==> config.mk <==
export PLATFORM = sky130hd
export DESIGN_NAME = i2c_ptr_target
export DESIGN_NICKNAME = d
export VERILOG_FILES = /design/src/rtl/i2c_ptr_target_pkg.sv /design/src/rtl/i2c_line_sync.sv /design/src/rtl/i2c_boot_gate.sv /design/src/rtl/i2c_xfer_core.sv /design/src/rtl/i2c_ptr_target.sv
export SDC_FILE = /design/constraint.sdc
export NUM_CORES = 1
export LEC_CHECK = 0
export BUFFER_PORTS_ARGS = -buffer_cell sky130_fd_sc_hd__buf_4
export CORE_MARGIN = 3
export CORE_UTILIZATION = 32
export CTS_CLUSTER_SIZE = 8
export DETAILED_ROUTE_END_ITERATION = 10
export PLACE_DENSITY = 0.61
export SKIP_LAST_GASP = 1
export SLEW_MARGIN = 20
export SYNTH_ARGS = -nofsm -noshare
export SYNTH_HDL_FRONTEND = slang
export SYNTH_SLANG_ARGS = --single-unit
==> constraint.sdc <==
create_clock -name clk -period 2 [get_ports clk]
set_input_delay 0.4 -clock clk [delete_from_list [all_inputs] [get_ports clk]]
set_output_delay 0.4 -clock clk [all_outputs]
set_load 0.02 [all_outputs]
==> src/rtl/i2c_ptr_target_pkg.sv <==
package i2c_ptr_target_pkg;
  localparam int BYTE_W = 8;
  localparam int ADDR_W = 7;
  localparam logic [1:0] WIDTH_ONE_BYTE = 2'b00;

  typedef enum logic [2:0] {
    ST_IDLE,
    ST_RX,
    ST_RX_ACK,
    ST_TX,
    ST_TX_ACK,
    ST_IGNORE
  } tgt_state_t;
endpackage

==> src/rtl/i2c_line_sync.sv <==
module i2c_line_sync (
  input  logic clk,
  input  logic rst,
  input  logic scl_i,
  input  logic sda_i,
  output logic scl_s,
  output logic sda_s,
  output logic scl_rise,
  output logic scl_fall,
  output logic start_ev,
  output logic stop_ev
);
  logic [1:0] scl_ff, sda_ff;
  logic       scl_p, sda_p;

  always_ff @(posedge clk) begin
    if (rst) begin
      scl_ff <= 2'b11;
      sda_ff <= 2'b11;
      scl_p  <= 1'b1;
      sda_p  <= 1'b1;
    end else begin
      scl_ff <= {scl_ff[0], scl_i};
      sda_ff <= {sda_ff[0], sda_i};
      scl_p  <= scl_ff[1];
      sda_p  <= sda_ff[1];
    end
  end

  assign scl_s    = scl_ff[1];
  assign sda_s    = sda_ff[1];
  assign scl_rise = scl_s & ~scl_p;
  assign scl_fall = ~scl_s & scl_p;
  assign start_ev = scl_s & scl_p & sda_p & ~sda_s;
  assign stop_ev  = scl_s & scl_p & ~sda_p & sda_s;
endmodule

==> src/rtl/i2c_boot_gate.sv <==
module i2c_boot_gate #(
  parameter int HOLD_CYCLES = 20000
) (
  input  logic       clk,
  input  logic       rst,
  input  logic [1:0] strap_i,
  output logic [1:0] strap_q,
  output logic       ready
);
  localparam int CNT_W = $clog2(HOLD_CYCLES + 1);
  localparam logic [CNT_W-1:0] LAST = CNT_W'(HOLD_CYCLES - 1);

  logic [CNT_W-1:0] cnt;

  always_ff @(posedge clk) begin
    if (rst) begin
      cnt     <= '0;
      ready   <= 1'b0;
      strap_q <= strap_i;
    end else if (!ready) begin
      cnt <= cnt + 1'b1;
      if (cnt == LAST) ready <= 1'b1;
    end
  end
endmodule

==> src/rtl/i2c_xfer_core.sv <==
module i2c_xfer_core
  import i2c_ptr_target_pkg::*;
#(
  parameter int PTR_BYTES = 3,
  localparam int PTR_W = PTR_BYTES * BYTE_W,
  localparam int IDX_W = $clog2(PTR_BYTES + 2)
) (
  input  logic              clk,
  input  logic              rst,
  input  logic              ready,
  input  logic [ADDR_W-1:0] dev_addr,
  input  logic              scl_s,
  input  logic              sda_s,
  input  logic              scl_rise,
  input  logic              scl_fall,
  input  logic              start_ev,
  input  logic              stop_ev,
  output logic              sda_oe,
  output logic              reg_wr_en,
  output logic              reg_rd_en,
  output logic [PTR_W-1:0]  reg_addr,
  output logic [BYTE_W-1:0] reg_wdata,
  input  logic [BYTE_W-1:0] reg_rdata
);
  localparam logic [IDX_W-1:0] IDX_CTRL = IDX_W'(PTR_BYTES);
  localparam logic [IDX_W-1:0] IDX_DATA = IDX_W'(PTR_BYTES + 1);

  tgt_state_t        state;
  logic [BYTE_W-1:0] shreg, tx_buf;
  logic [3:0]        bit_cnt;
  logic [IDX_W-1:0]  byte_idx;
  logic [PTR_W-1:0]  ptr;
  logic              addr_phase, rd_mode, incr, inc_pend, rd_pipe;

  assign reg_addr = ptr;

  always_ff @(posedge clk) begin
    if (rst) begin
      rd_pipe <= 1'b0;
      tx_buf  <= '0;
    end else begin
      rd_pipe <= reg_rd_en;
      if (rd_pipe) tx_buf <= reg_rdata;
    end
  end

  always_ff @(posedge clk) begin
    if (rst) begin
      state      <= ST_IDLE;
      shreg      <= '0;
      bit_cnt    <= '0;
      byte_idx   <= '0;
      ptr        <= '0;
      addr_phase <= 1'b0;
      rd_mode    <= 1'b0;
      incr       <= 1'b0;
      inc_pend   <= 1'b0;
      sda_oe     <= 1'b0;
      reg_wr_en  <= 1'b0;
      reg_rd_en  <= 1'b0;
      reg_wdata  <= '0;
    end else begin
      reg_wr_en <= 1'b0;
      reg_rd_en <= 1'b0;
      if (ready && start_ev) begin
        state      <= ST_RX;
        addr_phase <= 1'b1;
        bit_cnt    <= '0;
        inc_pend   <= 1'b0;
        sda_oe     <= 1'b0;
      end else if (stop_ev) begin
        state  <= ST_IDLE;
        sda_oe <= 1'b0;
      end else begin
        unique case (state)
          ST_RX: begin
            if (scl_rise && bit_cnt < 4'd8) begin
              shreg   <= {shreg[BYTE_W-2:0], sda_s};
              bit_cnt <= bit_cnt + 4'd1;
            end
            if (scl_fall && bit_cnt == 4'd8) begin
              if (addr_phase) begin
                if (shreg[BYTE_W-1:1] == dev_addr) begin
                  sda_oe    <= 1'b1;
                  state     <= ST_RX_ACK;
                  rd_mode   <= shreg[0];
                  byte_idx  <= '0;
                  reg_rd_en <= shreg[0];
                end else begin
                  state <= ST_IGNORE;
                end
              end else if (byte_idx < IDX_CTRL) begin
                ptr      <= (ptr << BYTE_W) | PTR_W'(shreg);
                byte_idx <= byte_idx + 1'b1;
                sda_oe   <= 1'b1;
                state    <= ST_RX_ACK;
              end else if (byte_idx == IDX_CTRL) begin
                if (shreg[2:1] == WIDTH_ONE_BYTE) begin
                  incr     <= shreg[0];
                  byte_idx <= IDX_DATA;
                  sda_oe   <= 1'b1;
                  state    <= ST_RX_ACK;
                end else begin
                  state <= ST_IGNORE;
                end
              end else begin
                reg_wr_en <= 1'b1;
                reg_wdata <= shreg;
                inc_pend  <= incr;
                sda_oe    <= 1'b1;
                state     <= ST_RX_ACK;
              end
            end
          end
          ST_RX_ACK: begin
            if (scl_fall) begin
              addr_phase <= 1'b0;
              inc_pend   <= 1'b0;
              if (inc_pend) ptr <= ptr + 1'b1;
              if (rd_mode) begin
                state   <= ST_TX;
                shreg   <= tx_buf;
                sda_oe  <= ~tx_buf[BYTE_W-1];
                bit_cnt <= 4'd1;
              end else begin
                state   <= ST_RX;
                sda_oe  <= 1'b0;
                bit_cnt <= '0;
              end
            end
          end
          ST_TX: begin
            if (scl_fall) begin
              if (bit_cnt == 4'd8) begin
                sda_oe <= 1'b0;
                state  <= ST_TX_ACK;
              end else begin
                sda_oe  <= ~shreg[BYTE_W-2];
                shreg   <= shreg << 1;
                bit_cnt <= bit_cnt + 4'd1;
              end
            end
          end
          ST_TX_ACK: begin
            if (scl_rise) begin
              if (incr) ptr <= ptr + 1'b1;
              if (sda_s) state <= ST_IGNORE;
              else       reg_rd_en <= 1'b1;
            end
            if (scl_fall) begin
              state   <= ST_TX;
              shreg   <= tx_buf;
              sda_oe  <= ~tx_buf[BYTE_W-1];
              bit_cnt <= 4'd1;
            end
          end
          default: ;
        endcase
      end
    end
  end


  sda_change_chk: assert property (@(posedge clk) disable iff (rst)
    !$stable(sda_oe) |-> !$past(scl_s));


  start_release_chk: assert property (@(posedge clk) disable iff (rst)
    (ready && start_ev) |=> (state == ST_RX) && !sda_oe);


  wr_pulse_chk: assert property (@(posedge clk) disable iff (rst)
    reg_wr_en |=> !reg_wr_en);


  rd_wr_excl_chk: assert property (@(posedge clk) disable iff (rst)
    !(reg_wr_en && reg_rd_en));
endmodule

==> src/rtl/i2c_ptr_target.sv <==
module i2c_ptr_target
  import i2c_ptr_target_pkg::*;
#(
  parameter logic [4:0] BASE_ADDR   = 5'b10011,
  parameter int         HOLD_CYCLES = 20000,
  parameter int         PTR_BYTES   = 3,
  localparam int        PTR_W       = PTR_BYTES * BYTE_W
) (
  input  logic              clk,
  input  logic              rst,
  input  logic [1:0]        strap_i,
  input  logic              scl_i,
  input  logic              sda_i,
  output logic              sda_oe,
  output logic              reg_wr_en,
  output logic              reg_rd_en,
  output logic [PTR_W-1:0]  reg_addr,
  output logic [BYTE_W-1:0] reg_wdata,
  input  logic [BYTE_W-1:0] reg_rdata
);
  logic       scl_s, sda_s, scl_rise, scl_fall, start_ev, stop_ev;
  logic [1:0] strap_q;
  logic       ready;

  i2c_line_sync u_sync (
    .clk(clk), .rst(rst), .scl_i(scl_i), .sda_i(sda_i),
    .scl_s(scl_s), .sda_s(sda_s), .scl_rise(scl_rise), .scl_fall(scl_fall),
    .start_ev(start_ev), .stop_ev(stop_ev)
  );

  i2c_boot_gate #(.HOLD_CYCLES(HOLD_CYCLES)) u_boot (
    .clk(clk), .rst(rst), .strap_i(strap_i), .strap_q(strap_q), .ready(ready)
  );

  i2c_xfer_core #(.PTR_BYTES(PTR_BYTES)) u_core (
    .clk(clk), .rst(rst), .ready(ready), .dev_addr({BASE_ADDR, strap_q}),
    .scl_s(scl_s), .sda_s(sda_s), .scl_rise(scl_rise), .scl_fall(scl_fall),
    .start_ev(start_ev), .stop_ev(stop_ev), .sda_oe(sda_oe),
    .reg_wr_en(reg_wr_en), .reg_rd_en(reg_rd_en), .reg_addr(reg_addr),
    .reg_wdata(reg_wdata), .reg_rdata(reg_rdata)
  );


  holdoff_quiet_chk: assert property (@(posedge clk) disable iff (rst)
    !ready |-> !sda_oe && !reg_wr_en);
endmodule

==> results of run 1 <==
==> through the flow <==
step,TNS [ps],hold slack (ps),worst slack (ps)
CTS,0,213,43.9
finish,0,224,84.2
global placement,0,391,119
floorplan,0,389,115
detailed placement,0,397,59.3
global route,-64.0,207,-45.7
==> per-layer routing <==
metal | GRT usage, % | share of wire [%]
met4 | 5.13 | 1.5
met3 | 3.24 | 3.7
met2 | 25.7 | 47
met5 | 0 | 0
met1 | 22.1 | 47
==> power breakdown <==
| part | total (uW) | switching (uW) | internal (uW) |
|---|---|---|---|
| registers | 1820 | 10.6 | 1810 |
| clock network | 1610 | 758 | 856 |
| logic | 96.8 | 58.2 | 38.5 |
==> final timing paths <==
| check | startpoint | end | slack, ps | cells after the start |
|---|---|---|---|---|
| worst max-delay path | u_core.state[2]$_SDFFE_PP0P_ | u_core.reg_addr[17]$_SDFFE_PP0P_ | 80 | 7 |
| worst min-delay path | strap_i[1] | u_boot.strap_q[1]$_DFFE_PP_ | 220 | 1 |
| worst max register to register | u_core.state[2]$_SDFFE_PP0P_ | u_core.reg_addr[17]$_SDFFE_PP0P_ | 80 | 7 |
| worst min register to register | u_sync.scl_ff[0]$_SDFF_PP1_ | u_sync.scl_ff[1]$_SDFF_PP1_ | 410 | 1 |
==> kinds of logic after synthesis <==
| group | synth area share (%) |
|---|---|
| AO/OA/AOI/OAI | 20.1 |
| XOR/XNOR | 3.07 |
| adder cells (fa/ha/maj) | 1.56 |
| buffers and inverters | 5.38 |
| flip-flops | 37.9 |
| multiplexers | 5.23 |
| AND/OR/NAND/NOR | 26.8 |
==> what timing repair did <==
item,in CTS,in global routing
buffers inserted,0,3
resized for setup,0,9
endpoints found under the setup margin,0,29
endpoints found under the hold margin,0,0
==> layout make-up <==
cell class              count  area, um2  share of cell area (%)
well taps                 184        230                    3.85
inverters                  11       41.3                   0.691
clock inverters             6       50.0                   0.837
clock buffers              10        229                    3.83
multi-input cells         417       2780                    46.4
repair buffers            100        826                    13.8
flip-flops and latches     90       1830                    30.5
==> registers in the layout, summed over array words and instances (netlist names), 3 cells and up <==
register and flops:
u_core.tx_buf 8, u_core.state 3, u_core.byte_idx 3, u_core.bit_cnt 4
u_core.reg_wdata 8, u_core.shreg 8, u_core.reg_addr 24, u_boot.cnt 15
==> cells in the final DEF, fill, tap and decap left out, types with 7 or more instances in the layout <==
cell,Yosys,final
a311oi_1,8,8
inv_1,10,10
nand4b_1,7,7
nand3_1,17,17
dfxtp_1,88,85
nor2b_1,8,8
and3_1,7,7
nand2_1,52,51
nor4_1,7,7
buf_4,3,94
nand4_1,16,16
a21oi_1,44,44
o21ai_1,16,16
or2_2,7,7
nor2_1,62,62
clkbuf_16,0,9
o21ai_0,11,11
mux2i_1,24,24
xor2_1,12,12
a21o_1,9,9
==> worst max-delay path, cell delays in order, from the launching register on <==
cell,delay (ps)
dfxtp_1,330
buf_4,190
nor4bb_1,360
a221o_2,260
o211ai_2,170
buf_4,180
a21o_1,140
a32o_1,190
==> flow_summary_export.csv, run 1 <==
group,metric,value,unit
route,first_iter_violations,239,
cells_and_area,fillers,1480,
grt,grt_pass1_wl,21700,um
route,wire_per_inst,16.5,um
synthesis,synth_commonest_cells,"dfxtp_1 (88), nor2_1 (62), nand2_1 (52)",
route,antenna_left,0,
synthesis,yosys.area.top_type_share,36.6,%
status,outcome,"complete, no violations",
grt,grt_pass1_vias,4233,
cells_and_area,final_nets,649,
synthesis,synth.area.top_cells,"dfxtp_1 (37%), mux2i_1 (5.0%), nor2_1 (4.8%)",
synthesis,syn-cell-area,4810,um2
sta,finalHoldViolCount,0,
sta,tightestPinTransition,528,ps
sta,fmax,0.522,GHz
floorplan,boundaryPins,49,
worst_setup_path,cp.required,2250,ps
synthesis,ys_types,75,
cells_and_area,drive_gt1_share,24.3,%
worst_setup_path,crit_fanout,10,
floorplan,num_rows,44,
place,gp_congestion,0.944,
worst_setup_path,crit_arrival,2170,ps
pwr,p_leak,0.00221,uW
synthesis,seq_area_frac_synth,37.9,%
floorplan,die_w,129,um
place,port_buffers,48,
cells_and_area,layout.cells.non_filler,818,
clocking,h-tree-depth,3,
worst_setup_path,crit_path_end_kind,"flop",
sta,relSlewSlack,64.5,%
clocking,root_buffer,"clkbuf_16",
cells_and_area,diodes,0,
sta,period_share,95.8,%
synthesis,ys.flop_type,"dfxtp_1",
route,num_vias,4501,
floorplan,initial_utilization,32.8,%
pwr,p_per_area,591,nW/um2
hold_path,hold_path_class,"primary input to flop",
sta,finalSetupViolCount,0,
sta,slew_viol_final,0,
sta,period_needed,1920,ps
clocking,ctsHoldBuffers,0,
clocking,clockBufferDepth,2,
clocking,cts_buffers,9,
worst_setup_path,startpoint_type,"flop",
synthesis,synth_top_area_cell,"dfxtp_1",
floorplan,die_h,129,um
synthesis,ys_ff_latch,90,
sta,clock_skew,13.7,ps
sta,rsz0062_at_grt,"yes",
route,dr.pass1.iters,5,
clocking,clkLatencyLatePin,350,ps
flow_run,cap_violations,0,
route,wl,13500,um
grt,grt_use_total,16.1,%
synthesis,synth_most_common_cell,"dfxtp_1",
synthesis,ys_async_sr_fraction,0,%
pwr,totalPowerFinal,3530,uW
synthesis,syn_area_per_cell,8.63,um2
clocking,cts_tree,"yes",
floorplan,core,14600,um2
clocking,cts.sinks,90,
worst_setup_path,worstSetupPathType,"flop to flop",
cells_and_area,syn2layout_area_growth,24.3,%
place,placed_cells,798,
place,dp_hpwl,9590,um
cells_and_area,fin_area,5980,um2
clocking,clk_pin_slew,80,ps
grt,antenna_found_initial,0,
route,drcViolationCount,0,
route,via_per_inst,5.50,
pwr,peakVddDrop,0.409,mV
grt,grt_overflow_total,0,
cells_and_area,final_util,40.8,%
place,dpl-instance-area,5630,um2
grt,grt_max_degree,43,
synthesis,netlist_instances,557,
floorplan,dieArea,16500,um2
synthesis,yosysWarningCount,0,
synthesis,syn_nets,577,
synthesis,synth_edf_count,2,
(Power assumes the default switching activity.)
==> run 2: changes to the inputs <==
--- a/config.mk
+++ b/config.mk
@@ -10,9 +10,10 @@
 export CORE_UTILIZATION = 32
 export CTS_CLUSTER_SIZE = 8
 export DETAILED_ROUTE_END_ITERATION = 10
-export PLACE_DENSITY = 0.61
+export PLACE_DENSITY = 0.6
 export SKIP_LAST_GASP = 1
 export SLEW_MARGIN = 20
 export SYNTH_ARGS = -nofsm -noshare
 export SYNTH_HDL_FRONTEND = slang
+export SYNTH_HIERARCHICAL = 1
 export SYNTH_SLANG_ARGS = --single-unit
==> flow_summary_export.csv, run 2 <==
group,metric,value,unit
synthesis,yosysWarningCount,6,
cells_and_area,area.sequential,1830,um2
synthesis,syn_area_per_cell,8.44,um2
grt,antenna_found_initial,0,
route,antenna_left,0,
sta,finalHoldViolCount,0,
cells_and_area,multiInputGateArea,2880,um2
grt,grt_pass1_vias,4446,
cells_and_area,largest_register_ff_count,24,
clocking,cts.sinks,90,
synthesis,seq_area_frac_synth,37.2,%
cells_and_area,diodes,0,
worst_setup_path,worst_r2r_path_depth,8,
cells_and_area,fillers,1493,
synthesis,netlist_instances,580,
clocking,clk_pin_slew,70,ps
worst_setup_path,crit_fanout,7,
grt,grt_use_total,17.0,%
floorplan,dieArea,16800,um2
synthesis,synth-simple-area-share,26.3,%
worst_setup_path,cp.required,2290,ps
cells_and_area,syn2layout_area_growth,26.3,%
route,num_vias,4679,
synthesis,synth_top_family_by_area,"simple AND/OR/NAND/NOR gates",
clocking,cts_buffers,9,
hold_path,hold_path_class,"primary input to flop",
synthesis,synth.area.top_cells,"dfxtp_1 (36%), a21oi_1 (5.2%), mux2i_1 (4.1%)",
clocking,h-tree-depth,3,
clocking,cts_tree,"yes",
hold_path,min_to,"u_boot/strap_q[0]$_DFFE_PP_",
flow_run,cap_violations,0,
cells_and_area,final_nets,678,
pwr,peakVddDrop,0.444,mV
grt,gr-usage-met1,23.0,%
pwr,power_frac_seq,48.5,%
clocking,clockBufferDepth,2,
synthesis,synth-compound-area-share,21.5,%
worst_setup_path,worstSetupPathType,"flop to flop",
grt,grt.met2_usage,27.0,%
floorplan,die_h,130,um
cells_and_area,layout_commonest_cell,"buf_4",
clocking,root_buffer,"clkbuf_16",
synthesis,syn-cell-area,4900,um2
synthesis,synth_most_common_cell,"dfxtp_1",
synthesis,ys_async_sr_fraction,0,%
worst_setup_path,r2r-start,"u_sync/scl_p$_SDFF_PP1_",
synthesis,synth_edf_count,2,
pwr,p_sw,840,uW
synthesis,synth_top_area_cell,"dfxtp_1",
floorplan,core,14800,um2
synthesis,ys.flop_type,"dfxtp_1",
clocking,clkLatencyLatePin,350,ps
sta,slew_viol_final,0,
floorplan,die_w,130,um
sta,rsz0062_at_grt,"yes",
sta,period_share,97.6,%
route,first_iter_violations,391,
synthesis,synth-xor-area-share,3.40,%
cells_and_area,final_util,41.9,%
sta,relSlewSlack,56.7,%
sta,period_needed,1950,ps
worst_setup_path,r2r_slack,50,ps
route,drcViolationCount,0,
sta,tightestPinTransition,648,ps
pwr,p_per_area,608,nW/um2
route,dr.pass1.iters,5,
worst_setup_path,r2r_end,"u_core/bit_cnt[3]$_SDFFE_PP0P_",
synthesis,synth_mux_area_share,4.32,%
grt,grt_use_met3,4.30,%
pwr,p_clk_share,48.5,%
grt,busiest_layer,"met2",
sta,finalSetupTns,0,ps
synthesis,synth_commonest_cells,"dfxtp_1 (88), a21oi_1 (51), nor2_1 (50)",
synthesis,ys_types,74,
worst_setup_path,crit_path_end_kind,"flop",
worst_setup_path,crit_arrival,2240,ps
synthesis,yosys.area.top_type_share,36.0,%
hold_path,min-delay-start,"strap_i[0]",
sta,fmax,0.512,GHz
place,gp_congestion,0.931,
status,outcome,"complete, no violations",
pwr,combPwrFrac,3.0,%
hold_path,worstHoldPathCells,1,
pwr,swShare,22.4,%
worst_setup_path,startpoint_type,"flop",
floorplan,initial_utilization,33.2,%
grt,grt_overflow_total,0,
cells_and_area,final_cell_mix,"buf_4 (94), dfxtp_1 (85), nor2_1 (49), a21oi_1 (48), nand2_1 (44)",
synthesis,ys_ff_latch,90,
sta,finalSetupViolCount,0,
synthesis,synthAdderAreaFrac,1.53,%
grt,grt_max_degree,82,
place,port_buffers,48,
route,via_per_inst,5.52,
place,dp_hpwl,10100,um
cells_and_area,drive_gt1_share,23.5,%
pwr,p_int,2920,uW
route,wire_per_inst,17.2,um
floorplan,boundaryPins,49,
floorplan,num_rows,44,
grt,grt_pass1_wl,22900,um
sta,clock_skew,8.88,ps
pwr,p_leak,0.00224,uW
route,wl,14500,um
## run 2: changes by cell type in the layout (fill, tap and decap cells not counted), moves of 7 or more
| cell | change |
|---|---|
| inv_1 | +7 |
| nand2_1 | -7 |
| nand4_1 | -8 |
| nor2_1 | -13 |
| nor3_1 | +7 |
| o21ai_0 | +15 |
| or3_1 | +8 |
| xnor2_1 | +13 |
| xor2_1 | -9 |
## run 2: area by class of cell
| cell class | instances | share of cell area, % |
|---|---|---|
| clock buffers | 10 | 4.05 |
| clock inverters | 6 | 1.13 |
| inverters | 17 | 1.03 |
| multi-input cells | 438 | 46.5 |
| flip-flops and latches | 90 | 29.6 |
| well taps | 184 | 3.72 |
| repair buffers | 102 | 13.9 |
## run 2: logic make-up (layout without fill, tap and decap cells)
| logic type | after synthesis | in the layout |
|---|---|---|
| mux | 21 | 21 |
| simple gates | 226 | 226 |
| fa+ha+maj | 6 | 6 |
| flops | 90 | 90 |
| other cells | 2 | 5 |
| compound gates | 161 | 161 |
| xor+xnor | 19 | 19 |
| buf+inv | 55 | 135 |
## run 2: timing repair
item | in CTS | in global routing
gates cloned | 0 | 2
setup buffers | 0 | 2
hold buffers | 0 | 0
setup endpoints to repair | 4 | 27
pin swaps | 0 | 6
resized for setup | 3 | 16
## run 2: power groups by stage
stage | clock (uW) | sequential (uW) | combinational, uW
global route | 1940 | 1820 | 125
detailed placement | 0 | 1860 | 111
finish | 1820 | 1820 | 112
global placement | 0 | 1860 | 109
floorplan | 0 | 1860 | 60.9
CTS | 1880 | 1820 | 112
## run 2: metrics by stage
stage                     worst slack [ps]  cell area (um2)  hold WS [ps]  power (uW)  cells
final                                 48.1             6180           227        3760    847
after floorplan                       74.6             4910           383        1920    583
after CTS                            -3.10             6090           211        3810    844
after detailed placement             0.981             5750           393        1980    828
after global placement                18.1             5750           389        1970    828
after global routing                 -39.4             6180           209        3890    847
## run 2: worst max-delay path, cell delays in order, from the launching register on
cell and delay, ps:
dfxtp_4 360, nor2b_1 130, buf_4 160, nand3b_1 100
a21oi_2 210, o221ai_2 140, buf_4 180, or4_1 460
a21oi_1 150
## run 2: per-layer routing
| metal | up-vias | part of all wire, % |
|---|---|---|
| li1 | 2277 | - |
| met1 | 2258 | 46 |
| met2 | 129 | 47 |
| met3 | 15 | 5.4 |
| met4 | 0 | 1.1 |
| met5 | - | 0 |
## run 2: worst max-delay path by stage
| stage | from | to | slack (ps) | depth (start not counted) |
|---|---|---|---|---|
| after floorplan | u_core/reg_addr[5]$_SDFFE_PP0P_ | u_core/reg_addr[15]$_SDFFE_PP0P_ | 70 | 6 |
| after global placement | u_sync/scl_p$_SDFF_PP1_ | u_core/bit_cnt[3]$_SDFFE_PP0P_ | 20 | 8 |
| after detailed placement | u_sync/scl_p$_SDFF_PP1_ | u_core/reg_addr[9]$_SDFFE_PP0P_ | 1 | 8 |
| after CTS | u_sync/scl_ff[1]$_SDFF_PP1_ | u_core/bit_cnt[3]$_SDFFE_PP0P_ | -3 | 7 |
| after global routing | u_sync/scl_p$_SDFF_PP1_ | u_core/reg_wdata[6]$_SDFFE_PP0P_ | -40 | 7 |
| final | u_sync/scl_p$_SDFF_PP1_ | u_core/bit_cnt[3]$_SDFFE_PP0P_ | 50 | 8 |
==> run 3: changes to the inputs <==
--- a/config.mk
+++ b/config.mk
@@ -5,14 +5,14 @@
 export SDC_FILE = /design/constraint.sdc
 export NUM_CORES = 1
 export LEC_CHECK = 0
-export BUFFER_PORTS_ARGS = -buffer_cell sky130_fd_sc_hd__buf_4
 export CORE_MARGIN = 3
 export CORE_UTILIZATION = 32
 export CTS_CLUSTER_SIZE = 8
 export DETAILED_ROUTE_END_ITERATION = 10
-export PLACE_DENSITY = 0.6
+export DONT_BUFFER_PORTS = 1
+export PLACE_DENSITY = 0.58
 export SKIP_LAST_GASP = 1
-export SLEW_MARGIN = 20
+export SLEW_MARGIN = 10
 export SYNTH_ARGS = -nofsm -noshare
 export SYNTH_HDL_FRONTEND = slang
 export SYNTH_HIERARCHICAL = 1
==> flow_summary_export.csv, run 3 (synthesis gave the netlist of run 2 again) <==
group,metric,value,unit
pwr,p_leak,0.00208,uW
floorplan,die_h,130,um
clocking,clkLatencyLatePin,350,ps
clocking,cts_tree,"yes",
clocking,h-tree-depth,3,
pwr,peakVddDrop,0.437,mV
clocking,cts_buffers,9,
worst_setup_path,cp_cell_sequence,"nor2b_2, buf_4, and4b_2, nand3_2, or4_4, buf_6, mux2i_1, nor2_1",
clocking,root_buffer,"clkbuf_16",
worst_setup_path,cp.required,2240,ps
worst_setup_path,worst_path_max_delay_cell,"or4_4",
place,port_buffers,0,
sta,clock_skew,10.2,ps
clocking,clk_pin_slew,60,ps
sta,finalHoldViolCount,0,
route,wl,14200,um
sta,period_needed,1920,ps
hold_path,hold_path_class,"primary input to flop",
worst_setup_path,r2r-start,"u_sync/scl_p$_SDFF_PP1_",
cells_and_area,syn2layout_area_growth,21.4,%
status,outcome,"complete, no violations",
pwr,p_per_area,642,nW/um2
place,placed_cells,796,
cells_and_area,multiInputGateArea,2880,um2
sta,finalSetupViolCount,0,
route,antenna_left,0,
cells_and_area,largest_register_ff_count,24,
cells_and_area,final_nets,647,
place,dp_hpwl,9950,um
route,dr.pass1.iters,5,
route,num_vias,4582,
cells_and_area,layout_commonest_cell,"dfxtp_1",
cells_and_area,area.sequential,1830,um2
cells_and_area,layout.cells.non_filler,815,
sta,period_share,95.9,%
worst_setup_path,crit_arrival,2160,ps
worst_setup_path,startpoint_type,"flop",
route,via_per_inst,5.62,
hold_path,min-delay-start,"rst",
grt,grt_max_degree,83,
clocking,ctsHoldBuffers,0,
pwr,swShare,20.4,%
worst_setup_path,crit_path_end_kind,"flop",
pwr,combPwrFrac,1.6,%
pwr,power_frac_seq,47.8,%
grt,antenna_found_initial,0,
grt,grt_use_total,16.9,%
floorplan,num_rows,44,
route,first_iter_violations,487,
worst_setup_path,critical-path-max-stage-delay,440,ps
place,place_ws,-7.62,ps
grt,grt_overflow_total,0,
clocking,clockBufferDepth,2,
sta,rsz0062_at_grt,"yes",
floorplan,core,14800,um2
place,gp_congestion,0.902,
cells_and_area,final_cell_mix,"dfxtp_1 (83), buf_4 (65), nor2_1 (48), a21oi_1 (47), nand2_1 (44)",
floorplan,boundaryPins,49,
sta,fmax,0.521,GHz
floorplan,die_w,130,um
pwr,p_clk_share,50.6,%
grt,grt_pass1_vias,4415,
worst_setup_path,worstSetupPathType,"flop to flop",
cells_and_area,drive_gt1_share,20.6,%
pwr,p_sw,777,uW
route,drcViolationCount,0,
sta,relSlewSlack,52.9,%
clocking,cts.sinks,90,
floorplan,dieArea,16800,um2
sta,slew_viol_final,0,
floorplan,initial_utilization,33.2,%
worst_setup_path,crit_fanout,9,
route,wire_per_inst,17.4,um
sta,tightestPinTransition,706,ps
flow_run,cap_violations,0,
worst_setup_path,crit_start,"u_sync/scl_p$_SDFF_PP1_",
grt,grt_pass1_wl,22600,um
cells_and_area,final_util,40.3,%
cells_and_area,fillers,1479,
pwr,p_int,3040,uW
sta,fin_ws,81.6,ps
cells_and_area,diodes,0,
-- run 3: cell count changes in the layout (fill, tap and decap cells not counted), sizes merged --
cell,delta
clkdlybuf4s15,-1
clkbuf,+1
inv,-3
bufinv,+1
buf,-30
-- run 3: worst max-delay path: cells and delay by family (launching register included) --
family	cells	cell delay, ps
buffers and inverters	2	320
AND/OR/NAND/NOR	5	1010
flip-flops	1	350
multiplexers	1	140
-- run 3: final timing paths --
| path | end | cells past startpoint | slack, ps |
|---|---|---|---|
| max | u_core/reg_wdata[4]$_SDFFE_PP0P_ | 8 | 80 |
| min | u_core/addr_phase$_SDFFE_PP0P_ | 1 | 150 |
| max reg2reg | u_core/reg_wdata[4]$_SDFFE_PP0P_ | 8 | 80 |
| min reg2reg | u_sync/sda_ff[1]$_SDFF_PP1_ | 1 | 410 |
-- run 3: stage by stage --
stage / hold slack, ps / TNS (ps) / power [uW] / cell area [um2]
after floorplan: 383 / 0 / 1920 / 4910
after global placement: 394 / 0 / 1920 / 5490
after detailed placement: 400 / -7.62 / 1920 / 5490
after CTS: 112 / 0 / 3860 / 5830
after global routing: 114 / -522 / 3950 / 5940
final: 146 / 0 / 3810 / 5940
-- run 3: power groups by stage --
stage,Clock (uW),Sequential (uW),Combinational [uW]
after CTS,1980,1820,60.2
after detailed placement,0,1860,58.9
final,1930,1820,61.0
after floorplan,0,1860,60.9
after global placement,0,1860,58.5
after global routing,2060,1820,67.9
-- run 3: area by class of cell --
class,instances,area share (%)
multi-input combinational,438,48.5
clock buffer,11,4.44
clock inverter,4,1.22
tap,184,3.87
inverter,17,1.07
timing repair buffer,71,10.2
sequential,90,30.8
-- run 3: what timing repair did --
action / in CTS / in global routing
buffers inserted: 0 / 3
endpoints found under the hold margin: 0 / 0
gates cloned: 0 / 1
resized for setup: 3 / 21
pin swaps: 0 / 4
endpoints found under the setup margin: 2 / 31
-- run 3: layer usage --
layer | vias up | routed length (um) | GRT usage (%) | share of wire (%)
met2 | 130 | 6520 | 25.9 | 46
met3 | 25 | 862 | 5.49 | 6.1
li1 | 2215 | - | - | -
met5 | - | 0 | 0 | 0
met1 | 2212 | 6550 | 22.5 | 46
met4 | 0 | 239 | 5.56 | 1.7
